$ cat src/rtl/soft_start_seq.sv
module soft_start_seq #(
  parameter int TICKS_PER_STEP = 600,
  parameter int STEPS          = 32,
  parameter int STEP_W         = $clog2(STEPS)
) (
  input  logic              clk,
  input  logic              rst_n,
  input  logic              tick_us,
  input  logic              supply_up,
  input  logic              supply_low,
  input  logic              restart_req,
  output logic [STEP_W-1:0] step_code,
  output logic              ss_active,
  output logic              ramp_done
);
  localparam int CNT_W = $clog2(TICKS_PER_STEP);
  localparam logic [CNT_W-1:0]  CNT_LAST  = CNT_W'(TICKS_PER_STEP - 1);
  localparam logic [STEP_W-1:0] STEP_LAST = STEP_W'(STEPS - 1);

  logic [CNT_W-1:0] tick_cnt;
  logic             restart_pend;
  logic             step_edge;

  assign step_edge = tick_us && ss_active && (tick_cnt == CNT_LAST);

  always_ff @(posedge clk or negedge rst_n) begin
    if (!rst_n) begin
      step_code    <= '0;
      tick_cnt     <= '0;
      ss_active    <= 1'b0;
      ramp_done    <= 1'b0;
      restart_pend <= 1'b0;
    end else if (supply_low) begin
      step_code    <= '0;
      tick_cnt     <= '0;
      ss_active    <= 1'b0;
      ramp_done    <= 1'b0;
      restart_pend <= 1'b0;
    end else if (supply_up) begin
      step_code    <= '0;
      tick_cnt     <= '0;
      ss_active    <= 1'b1;
      ramp_done    <= 1'b0;
      restart_pend <= 1'b0;
    end else if (tick_us && (restart_pend || restart_req)) begin
      step_code    <= '0;
      tick_cnt     <= '0;
      ss_active    <= 1'b1;
      ramp_done    <= 1'b0;
      restart_pend <= 1'b0;
    end else begin
      if (restart_req) restart_pend <= 1'b1;
      if (tick_us && ss_active) begin
        if (step_edge) begin
          tick_cnt <= '0;
          if (step_code == STEP_LAST) begin
            ss_active <= 1'b0;
            ramp_done <= 1'b1;
          end else begin
            step_code <= step_code + 1'b1;
          end
        end else begin
          tick_cnt <= tick_cnt + 1'b1;
        end
      end
    end
  end
endmodule


$ cat config.mk
export PLATFORM = sky130hd
export DESIGN_NAME = soft_start_seq
export DESIGN_NICKNAME = d
export VERILOG_FILES = /design/src/rtl/soft_start_seq.sv
export SDC_FILE = /design/constraint.sdc
export NUM_CORES = 1
export LEC_CHECK = 0
export BUFFER_PORTS_ARGS = -buffer_cell sky130_fd_sc_hd__buf_2
export CAP_MARGIN = 10
export CORE_MARGIN = 2
export CORE_UTILIZATION = 23
export CTS_CLUSTER_DIAMETER = 50
export DETAILED_ROUTE_END_ITERATION = 6
export GPL_ROUTABILITY_DRIVEN = 0
export GPL_TIMING_DRIVEN = 0
export PLACE_DENSITY_LB_ADDON = 0.25
export SLEW_MARGIN = 30
export SYNTH_ARGS = -nofsm -noshare
export SYNTH_HDL_FRONTEND = slang
export SYNTH_SLANG_ARGS = --single-unit
$ cat constraint.sdc
create_clock -name clk -period 3.2 [get_ports clk]
set_input_delay 0.96 -clock clk [delete_from_list [all_inputs] [get_ports clk]]
set_output_delay 0.96 -clock clk [all_outputs]
set_load 0.03 [all_outputs]
# [Word-level counts from Yosys, hierarchy flattened]
# Index checks and enable logic that the tools add are counted.
[totals] ff_bits=18
[op_classes] add_sub_neg=2 n_eq_ne=3 mux=27 n_reduce_logical=10
[ops] operator="10-bit 2-to-1 mux" count=5
[ops] operator="5-bit 2-to-1 mux" count=6
[ops] operator="1-bit 2-to-1 mux" count=16
[ops] operator="4-bit nonzero test" count=4
[ops] operator="10-bit by 1-bit adder with 10-bit output, second input constant" count=1
[ops] operator="10-bit equality test, second input constant" count=1
[ops] operator="3-bit AND reduction" count=2
[ops] operator="5-bit by 1-bit adder with 5-bit output, second input constant" count=1
[ops] operator="5-bit equality test, second input constant" count=1
[ops] operator="4-bit inequality test, second input constant" count=1
[ops] operator="1-bit logical AND" count=3
[ops] operator="1-bit logical OR" count=1

# [Logic depth before layout (Yosys ltp)]
[depth] ltp_word=7 mapped_depth=7

# [Worst setup path after synthesis]
# Ideal clock, no wire load.
[synth_timing] path_type="reg2reg" startpoint="register step_code[0]" endpoint="register step_code[3]" setup_time_ps=78 t_arrival_ps=2519 path_slack_ps=604 stages_incl_launch_ff=8 path_buffers=0 synth_period_minus_slack_ps=2596 cell_sequence="dfrtp_1 ha_1 and3_1 ha_1 or4b_1 or4_4 or3_1 a21oi_1"
[synth_between] elab_chain_cells=7 elab_cells_between_ends=10 cone_classes="add/sub: 1; eq/ne: 2; mux: 6; reduce/logical: 1"
[synth_rtl] item="start: declaration" line_no="12" text="output logic [STEP_W-1:0] step_code,"
[synth_rtl] item="start signal: assignment" line_no="60" text="step_code <= step_code + 1'b1;"
[synth_rtl] item="5-bit by 1-bit adder with 5-bit output" line_no="60"
[synth_rtl] item="5-bit 2-to-1 mux" line_no="56" text="if (step_code == STEP_LAST) begin"
[synth_rtl] item="5-bit 2-to-1 mux" line_no="54" text="if (step_edge) begin"
[synth_rtl] item="5-bit 2-to-1 mux" line_no="53" text="if (tick_us && ss_active) begin"
[synth_rtl] item="5-bit 2-to-1 mux" line_no="45" text="end else if (tick_us && (restart_pend || restart_req)) begin"
[synth_rtl] item="5-bit 2-to-1 mux" line_no="39" text="end else if (supply_up) begin"
[synth_rtl] item="5-bit 2-to-1 mux" line_no="33" text="end else if (supply_low) begin"
# Several ways; a longest one is shown, not always the timed one. The select of a mux whose other input is x is not followed.
# A chain may end at the register's enable or synchronous reset.

# [Final worst setup path]
# Ends and elaborated chain as after synthesis.

==> impl_metrics.yaml <==
power_and_ir_drop:
  ir_drop_uv: 107
  p_sw_mw: 0.0950
  pwr-share-comb: 0.069
  pwr-share-seq: 0.556
  clkPwrFrac: 0.375
  fin_total_pwr_mw: 0.417
  p_int_mw: 0.322
  power.leakage_nw: 0.441
  swShare: 0.228
  powerDensity_nw_per_um2: 369
cells_and_area:
  layout_common_cells: "dfrtp_1, nand2_1, buf_2"
  seq_area_sq_um: 450
  drive_gt1_frac: 0.142
  layout-area-overhead-vs-synth_pct: 17.0
  final_util: 0.280
  final_nets: 131
  multi_input_area_sq_um: 503
  num-fill-cells: 453
  antennaDiodeCount: 0
  final_common_cell: "dfrtp_1"
timing:
  fmax_mhz: 388
  slew_violations: 0
  hold_viol_final: 0
  slew_headroom: 0.466
  fin_tns_setup_ps: 0
  fin_ws_ps: 624
  period_minus_slack_ps: 2580
  whs_ps: 502
  setup_viol: 0
  rsz0062_at_grt: "false"
  worst_pin_slew_ps: 795
  fin_crit_sh: 0.805
  fin_worst_skew_ps: 5.73
place:
  pre_cts_ws_ps: 621
  hpwl_um: 1580
  numPortBuffers: 12
clocking:
  clock-sinks: 18
  clk_pin_slew_ps: 70
  cts.path.max_buffers: 2
  cts_hold_buf: 0
  clk_latency_ps: 250
  cts_max_level: 1
  root_buffer: "clkbuf_8"
  postCtsSetupBuffers: 0
  cts_made_buffers: 3
  tritoncts: "built"
  cts_resized: 0
worst_hold_path:
  min_path_type: "reg -> reg"
yosys:
  synth_edf_count: 0
  syn_area_sq_um: 965
  synth.distinct_cells: 32
  synth-seq-cells: 18
  synthCells: 105
  synthArstFlopShare: 1.00
  synth.avg_cell_area_sq_um: 9.19
  yosysWarnings: 0
  synth_fp_nets: 114
  seq_area_frac_synth: 0.467
  synth_ff_type: "dfrtp_1"
routing:
  wl_met1_um: 997
  dr_total_vias: 845
  ant_nets: 0
  drt-initial-drc-count: 35
  wl_met2_um: 892
  avgRoutedWirePerCell_um: 12.2
  first_pass_iters: 4
  drc: 0
  wl_met3_um: 144
  routed.top_layer: "met4"
  viasPerCell: 4.97
  drt_wl_total_um: 2070
die:
  ios: 13
  row_count: 23
  dieArea_sq_um: 4730
  start_util: 0.239
  die_h_um: 68.8
  chipWidth_um: 68.8
  core_sq_um: 4030
global_route:
  grt_first_pass_wirelength_um: 3570
  grt_pass1_vias: 748
  overflow: 0
  grt_max_degree: 19
  antenna_found_initial: 0
  grtUsageTotal: 0.102
status:
  status: "finished, final reports clean"
worst_setup_path:
  cp-end-kind: "register"
  worstPathRequired_ps: 3370
  crit_path_max_fanout: 6
  crit_arrival_ps: 2750
  start_kind: "register"
  crit_type: "reg -> reg"
flow_run:
  drv_cap: 0
-- area by class of cell --
type / count / share of cell area
Tap cell: 50 / 0.0554
Timing Repair Buffer: 12 / 0.0532
Clock buffer: 3 / 0.0366
Inverter: 2 / 0.00665
Multi-Input combinational cell: 84 / 0.446
Sequential cell: 18 / 0.399
Buffer: 1 / 0.00333
-- flip-flops by register name, summed over array words and instances (netlist names) --
signal	flops
restart_pend	1
step_code	5
ramp_done	1
tick_cnt	10
ss_active	1
-- through the flow --
stage / std cells / cell area, sq um
after floorplan: 105 / 965
after global placement: 167 / 1090
after detailed placement: 167 / 1090
after CTS: 170 / 1130
after global routing: 170 / 1130
final: 170 / 1130
-- routing by layer --
| layer | up-vias | track usage |
|---|---|---|
| met5 | - | 0 |
| met1 | 404 | 0.145 |
| met4 | 0 | 0.0441 |
| met3 | 5 | 0.0244 |
| li1 | 412 | - |
| met2 | 24 | 0.147 |
-- cells by family after synthesis --
| family | synth area share |
|---|---|
| buffers and inverters | 0.0117 |
| DFF | 0.467 |
| AOI/OAI and AO/OA | 0.148 |
| xor gates and xnor gates | 0.0545 |
| adders and majority gates | 0.0389 |
| and+or+nand+nor | 0.280 |
-- power groups by stage --
stage | logic [mW] | registers [mW] | clock network (mW)
2_1_floorplan | 0.0123 | 0.238 | 0
4_1_cts | 0.0293 | 0.232 | 0.163
6_report | 0.0288 | 0.232 | 0.156
5_1_grt | 0.0335 | 0.232 | 0.181
3_3_place_gp | 0.0289 | 0.236 | 0
3_5_place_dp | 0.0290 | 0.236 | 0
-- path summary, 6_finish.rpt --
kind                                     startpoint                       end  slack (ps)  depth (start not counted)
max in group asynchronous                     rst_n   tick_cnt[3]$_DFFE_PN0P_        2270                          1
min                           ramp_done$_DFFE_PN0P_     ramp_done$_DFFE_PN0P_         500                          2
max                        step_code[0]$_DFFE_PN0P_  step_code[3]$_DFFE_PN0P_         620                          7
min reg2reg                   ramp_done$_DFFE_PN0P_     ramp_done$_DFFE_PN0P_         500                          2
min in group asynchronous                     rst_n     ss_active$_DFFE_PN0P_         630                          1
max reg2reg                step_code[0]$_DFFE_PN0P_  step_code[3]$_DFFE_PN0P_         620                          7
-- synth_stat cells, types with 2 or more instances --
cell      count  area share
nor2_1       11       0.043
a21oi_1       7       0.036
o21ai_0       5       0.026
nor4_1        3       0.019
and2_1        2       0.013
nand3_1       7       0.036
ha_1          3       0.039
xnor2_1       6       0.054
nand2b_1      2       0.013
or3_1         4       0.026
inv_1         2      0.0078
dfrtp_1      18        0.47
o211ai_1      2       0.016
nand2_1      13       0.051
a211oi_1      2       0.016
nor3_1        2       0.010
-- worst max-delay path: stages (launching register included) --
cell and delay, ps:
dfrtp_1 420, ha_1 220, and3_1 180, ha_1 210, or4b_1 490, or4_4 470, or3_1 360, a21oi_1 150
Power figures use the tool's default switching activity.
